==> config.mk <==
export PLATFORM = sky130hd
export DESIGN_NAME = fsk_tone_synth
export DESIGN_NICKNAME = d
export VERILOG_FILES = /design/src/rtl/fsk_synth_pkg.sv /design/src/rtl/fsk_step_divider.sv /design/src/rtl/fsk_phase_seq.sv /design/src/rtl/fsk_sys_clkdiv.sv /design/src/rtl/fsk_tone_synth.sv
export SDC_FILE = /design/constraint.sdc
export NUM_CORES = 1
export LEC_CHECK = 0
export CORE_UTILIZATION = 55
export CTS_CLUSTER_DIAMETER = 150
export DETAILED_ROUTE_END_ITERATION = 12
export PLACE_DENSITY = 0.78
export SYNTH_ARGS = -nofsm -noshare
export SYNTH_HDL_FRONTEND = slang
export SYNTH_SLANG_ARGS = --single-unit
==> constraint.sdc <==
create_clock -name clk -period 5.1 [get_ports clk]
set_input_delay 1.02 -clock clk [delete_from_list [all_inputs] [get_ports clk]]
set_output_delay 1.02 -clock clk [all_outputs]
set_load 0.02 [all_outputs]
==> src/rtl/fsk_synth_pkg.sv <==
package fsk_synth_pkg;

    localparam int SEG_BITS  = 4;
    localparam int CODE_BITS = 8;
    localparam int SEG_COUNT = 1 << SEG_BITS;
    localparam int MIDSCALE  = 1 << (CODE_BITS - 1);

    typedef logic [SEG_BITS-1:0]  seg_t;
    typedef logic [CODE_BITS-1:0] code_t;

    // Quarter-wave amplitude for positions 0..4 of a 16-step cycle
    function automatic code_t quarter_amp(input logic [2:0] q);
        code_t a;
        case (q)
            3'd0:    a = 8'd0;
            3'd1:    a = 8'd49;
            3'd2:    a = 8'd90;
            3'd3:    a = 8'd117;
            default: a = 8'd127;
        endcase
        return a;
    endfunction

    // Fold the index into a quarter, then mirror the lower half about midscale
    function automatic code_t seg_to_code(input seg_t s);
        logic [2:0] pos;
        logic [2:0] fold;
        code_t      amp;
        pos  = s[2:0];
        fold = (pos <= 3'd4) ? pos : 3'(4'd8 - {1'b0, pos});
        amp  = quarter_amp(fold);
        return s[3] ? code_t'(MIDSCALE) - amp : code_t'(MIDSCALE) + amp;
    endfunction

endpackage

==> src/rtl/fsk_step_divider.sv <==
module fsk_step_divider #(
    parameter int MARK_DIV  = 153,
    parameter int SPACE_DIV = 95,
    localparam int MAX_DIV  = (MARK_DIV > SPACE_DIV) ? MARK_DIV : SPACE_DIV,
    localparam int CNT_W    = $clog2(MAX_DIV)
) (
    input  logic             clk,
    input  logic             rst_n,
    input  logic             tx_bit,
    output logic             step_end,
    output logic [CNT_W-1:0] cnt,
    output logic             sel_mark
);

    typedef struct packed {
        logic [CNT_W-1:0] cnt;
        logic             sel;
    } div_st_t;

    localparam logic [CNT_W-1:0] MARK_LAST  = CNT_W'(MARK_DIV - 1);
    localparam logic [CNT_W-1:0] SPACE_LAST = CNT_W'(SPACE_DIV - 1);

    div_st_t st_d, st_q;
    logic    last_hit;

    always_comb begin
        st_d     = st_q;
        last_hit = (st_q.cnt == (st_q.sel ? MARK_LAST : SPACE_LAST));
        if (last_hit) begin
            st_d.cnt = '0;
            st_d.sel = tx_bit;
        end else begin
            st_d.cnt = st_q.cnt + 1'b1;
        end
    end

    always_ff @(posedge clk) begin
        if (!rst_n) begin
            st_q.cnt <= '0;
            st_q.sel <= 1'b1;
        end else begin
            st_q <= st_d;
        end
    end

    assign step_end = last_hit;
    assign cnt      = st_q.cnt;
    assign sel_mark = st_q.sel;

endmodule

==> src/rtl/fsk_phase_seq.sv <==
module fsk_phase_seq
    import fsk_synth_pkg::*;
(
    input  logic  clk,
    input  logic  rst_n,
    input  logic  advance,
    input  logic  tx_off,
    output seg_t  seg,
    output code_t code,
    output logic  strobe
);

    typedef struct packed {
        seg_t  seg;
        code_t code;
        logic  stb;
    } seq_st_t;

    seq_st_t st_d, st_q;

    always_comb begin
        st_d     = st_q;
        st_d.stb = advance;
        if (advance) begin
            st_d.seg = st_q.seg + 1'b1;
        end
        st_d.code = tx_off ? code_t'(MIDSCALE) : seg_to_code(st_d.seg);
    end

    always_ff @(posedge clk) begin
        if (!rst_n) begin
            st_q.seg  <= '0;
            st_q.code <= code_t'(MIDSCALE);
            st_q.stb  <= 1'b0;
        end else begin
            st_q <= st_d;
        end
    end

    assign seg    = st_q.seg;
    assign code   = st_q.code;
    assign strobe = st_q.stb;

endmodule

==> src/rtl/fsk_sys_clkdiv.sv <==
module fsk_sys_clkdiv #(
    parameter int SYS_DIV = 2656,
    localparam int HALF   = SYS_DIV / 2,
    localparam int CNT_W  = $clog2(HALF)
) (
    input  logic             clk,
    input  logic             rst_n,
    output logic             sq_out,
    output logic [CNT_W-1:0] cnt
);

    typedef struct packed {
        logic [CNT_W-1:0] cnt;
        logic             lvl;
    } sys_st_t;

    localparam logic [CNT_W-1:0] HALF_LAST = CNT_W'(HALF - 1);

    sys_st_t st_d, st_q;

    always_comb begin
        st_d = st_q;
        if (st_q.cnt == HALF_LAST) begin
            st_d.cnt = '0;
            st_d.lvl = ~st_q.lvl;
        end else begin
            st_d.cnt = st_q.cnt + 1'b1;
        end
    end

    always_ff @(posedge clk) begin
        if (!rst_n) begin
            st_q.cnt <= '0;
            st_q.lvl <= 1'b0;
        end else begin
            st_q <= st_d;
        end
    end

    assign sq_out = st_q.lvl;
    assign cnt    = st_q.cnt;

endmodule

==> src/rtl/fsk_tone_synth.sv <==
module fsk_tone_synth
    import fsk_synth_pkg::*;
#(
    parameter int MARK_DIV  = 153,
    parameter int SPACE_DIV = 95,
    parameter int SYS_DIV   = 2656,
    localparam int MAX_DIV  = (MARK_DIV > SPACE_DIV) ? MARK_DIV : SPACE_DIV,
    localparam int DCNT_W   = $clog2(MAX_DIV),
    localparam int SCNT_W   = $clog2(SYS_DIV / 2)
) (
    input  logic                 clk,
    input  logic                 rst_n,
    input  logic                 tx_bit,
    input  logic                 tx_off,
    output logic [CODE_BITS-1:0] sample_code,
    output logic                 seg_strobe,
    output logic                 clk_1200
);

    logic              step_end;
    logic [DCNT_W-1:0] div_cnt;
    logic              div_sel;
    seg_t              seg_idx;
    logic [SCNT_W-1:0] sys_cnt;

    fsk_step_divider #(
        .MARK_DIV  (MARK_DIV),
        .SPACE_DIV (SPACE_DIV)
    ) u_div (
        .clk      (clk),
        .rst_n    (rst_n),
        .tx_bit   (tx_bit),
        .step_end (step_end),
        .cnt      (div_cnt),
        .sel_mark (div_sel)
    );

    fsk_phase_seq u_seq (
        .clk     (clk),
        .rst_n   (rst_n),
        .advance (step_end),
        .tx_off  (tx_off),
        .seg     (seg_idx),
        .code    (sample_code),
        .strobe  (seg_strobe)
    );

    fsk_sys_clkdiv #(
        .SYS_DIV (SYS_DIV)
    ) u_sys (
        .clk    (clk),
        .rst_n  (rst_n),
        .sq_out (clk_1200),
        .cnt    (sys_cnt)
    );

endmodule

==> results_dict.tcl <==
set metrics [dict create \
    die_h_um 55.6 \
    netlist_area_sq_mm 0.00158 \
    rsz0062_at_grt "no" \
    cp.required_ps 5340 \
    first_iter_violations 66 \
    grt_max_degree 12 \
    drive_above_1_share 0.0635 \
    swShare 0.197 \
    num_io_pins 14 \
    route.detailed.drc 0 \
    clock_latency_ps 320 \
    multi_input_area_sq_um 856 \
    power_frac_seq 0.561 \
    root_buffer "clkbuf_4" \
    yosys_warnings 0 \
    p_sw_uw 96.0 \
    cts.path.max_buffers 2 \
    synth.largest_area_cell "dfxtp_1" \
    ant_nets 0 \
    post-cts-setup-buffer-count 0 \
    critPathKind "reg -> reg" \
    diodes 0 \
    run_status "finished clean" \
    synth_nets 184 \
    first_pass_iters 4 \
    rows 19 \
    worstReg2RegStart "u_div.cnt[2]" \
    slew_headroom 0.599 \
    cp_data_arrival_time_ps 3440 \
    worstSetupStartpointType "flop" \
    first_global_vias 1224 \
    grt_overflow_total 0 \
    leakage_uw 0.000691 \
    worstHoldPathType "reg -> reg" \
    area_delta_synth_final_pct 14.2 \
    ys.flop_type "dfxtp_1" \
    powerDensity_mw_per_mm2 270 \
    grt_antenna_before_repair 0 \
    grt_pass1_wl_mm 5.29 \
    cts_hold_buf 0 \
    htree_levels 2 \
    cts_resized 0 \
    via_per_inst 5.52 \
    place.gp.congestion 0.918 \
    hold_end "u_sys.cnt[0]" \
    dr_total_vias 1215 \
    seq_area_frac_synth 0.431 \
    n_fill_cell 227 \
    wire_per_inst_um 12.9 \
    ys_ff_latch 34 \
    wirelength_mm 2.84 \
    rrSetupSlack_ps 1900 \
    drv_cap 0 \
    crit_fanout 9 \
    async_flop_share 0 \
    fin_tns_setup_ps 0 \
    yosys-top-cells-area "dfxtp_1 (43%), nor2_1 (7.4%), xnor2_1 (5.6%)" \
    cts-buffers-inserted 5 \
    worstHoldPathCells 1 \
    final_hold_viol_count 0 \
    crit_path_end_kind "flop" \
    vdd_ir_drop_max_v 0.000230 \
    synth_edf_count 0 \
    ff2ff_path_depth 10 \
    grt_usage 0.215 \
    clkPwrFrac 0.407 \
    clock_sinks 34 \
    regArea_sq_um 681 \
    comb_power_share 0.032 \
    hp-start "u_sys.cnt[0]" \
    nets 199 \
    worst_pin_slew_ps 601 \
    p_int_uw 391 \
    r2r-end "u_seq.code[4]" \
    die_area_sq_mm 0.00309 \
    synth_top_area_share 0.431 \
    port_buffers 13 \
    core_area_sq_mm 0.00273 \
    finClkSkew_ps 14.6 \
    post_synth_num_cell_types 39 \
    fmax_ghz 0.313 \
    setup_viol 0 \
    syn_avg_cell_area_sq_um 9.07 \
    initial_core_util 0.577 \
    drv_slew 0 \
    die_w_um 55.6 \
    clk_pin_slew_worst_paths_ps 100 \
    dp_hpwl_mm 2.16 \
    post-route-min-period_ps 3200 \
    final_cell_area_sq_mm 0.00180 \
    postPlaceCellArea_sq_mm 0.00172 \
    tritoncts "built" \
    period_share 0.627 \
    synthCells 174 \
]
-- synth_stat cells, drive strengths merged, types with 3 or more instances --
master,n
dfxtp,34
nor2,31
nand2,14
xnor2,11
xor2,9
ha,6
mux2i,6
nand3,6
and3,5
a21oi,4
clkbuf,4
inv,4
nand2b,3
nand4,3
nor3,3
o21ai,3
or3,3
-- worst max-delay path: stages (launching register included) --
cell and delay (ps):
dfxtp_1 380, and4b_1 230, mux2i_1 300, or2_1 380, mux2i_2 410, ha_1 340
nand2_1 120, o211ai_1 140, o31ai_1 160, or4_1 510, a31oi_1 160
-- metal layers --
layer  vias to the layer above  GRT usage  wire length [um]
met4                         0     0.0964                45
li1                        623          -                 -
met3                         6     0.0422                61
met2                        16      0.368              1430
met5                         -          0                 0
met1                       570      0.259              1310
-- power by group through the flow --
stage / Sequential (uW) / Clock [uW] / Combinational [uW]
after floorplan: 278 / 0 / 9.68
after global placement: 279 / 0 / 14.5
after detailed placement: 279 / 0 / 15.3
after CTS: 273 / 203 / 15.4
after global routing: 274 / 216 / 17.1
final: 273 / 198 / 15.3
-- metrics by stage --
step,hold WS (ps),util,cells,setup slack (ps),power (uW)
floorplan,413,-,174,2340,288
global placement,430,0.629,213,2080,293
detailed placement,451,0.629,213,1930,295
CTS,469,0.659,220,1900,491
global route,501,0.659,220,1670,507
finish,468,0.659,220,1900,487
-- sequential cells by signal, indices dropped and copies added (netlist names) --
signal	count
u_seq.code	8
u_sys.cnt	11
u_seq.strobe	1
u_sys.sq_out	1
u_div.sel_mark	1
u_div.cnt	8
u_seq.seg	4
-- worst max-delay path by stage --
stage / slack, ps / end / startpoint / cells after the start
after CTS: 1900 / u_seq.code[4] / u_div.cnt[2] / 10
final: 1900 / u_seq.code[4] / u_div.cnt[2] / 10
after global routing: 1670 / u_seq.code[4] / u_div.cnt[2] / 10
after detailed placement: 1930 / u_seq.code[4] / u_div.cnt[2] / 10
after floorplan: 2340 / u_seq.code[2] / u_div.cnt[3] / 11
after global placement: 2080 / u_seq.code[4] / u_div.cnt[2] / 10
-- cell families after synthesis --
kind of cell | Yosys count | share of synthesized area
multiplexers | 7 | 0.0500
buffers and inverters | 9 | 0.0262
AO/OA/AOI/OAI | 18 | 0.0769
flip-flops | 34 | 0.431
adder cells (fa/ha/maj) | 6 | 0.0476
AND/OR/NAND/NOR | 80 | 0.252
XOR/XNOR | 20 | 0.116
-- cell usage in the layout, fill, tap and decap left out, types with 2 or more instances in the layout --
master	count
nand3_1	6
or3_1	2
dfxtp_1	34
and3_1	5
clkdlybuf4s50_1	13
mux2i_2	2
a21oi_1	4
mux2i_1	4
nor2_1	31
ha_1	6
inv_1	4
a211o_1	2
o31ai_1	2
nand2_1	14
nor4_1	2
clkbuf_4	5
o211ai_1	2
o21ai_1	2
nor2b_1	2
nor3_1	3
or4_1	2
and2_1	2
xor2_1	9
xnor2_1	10
nand2b_1	3
nand4_1	3
-- final cells by class --
cell class                      instances  area share
Multi-Input combinational cell        131       0.475
Clock inverter                          1      0.0167
Clock buffer                            6      0.0285
Timing Repair Buffer                   13      0.0722
Inverter                                4     0.00833
Tap cell                               31      0.0215
Sequential cell                        34       0.378
Power figures use the tool's default switching activity.
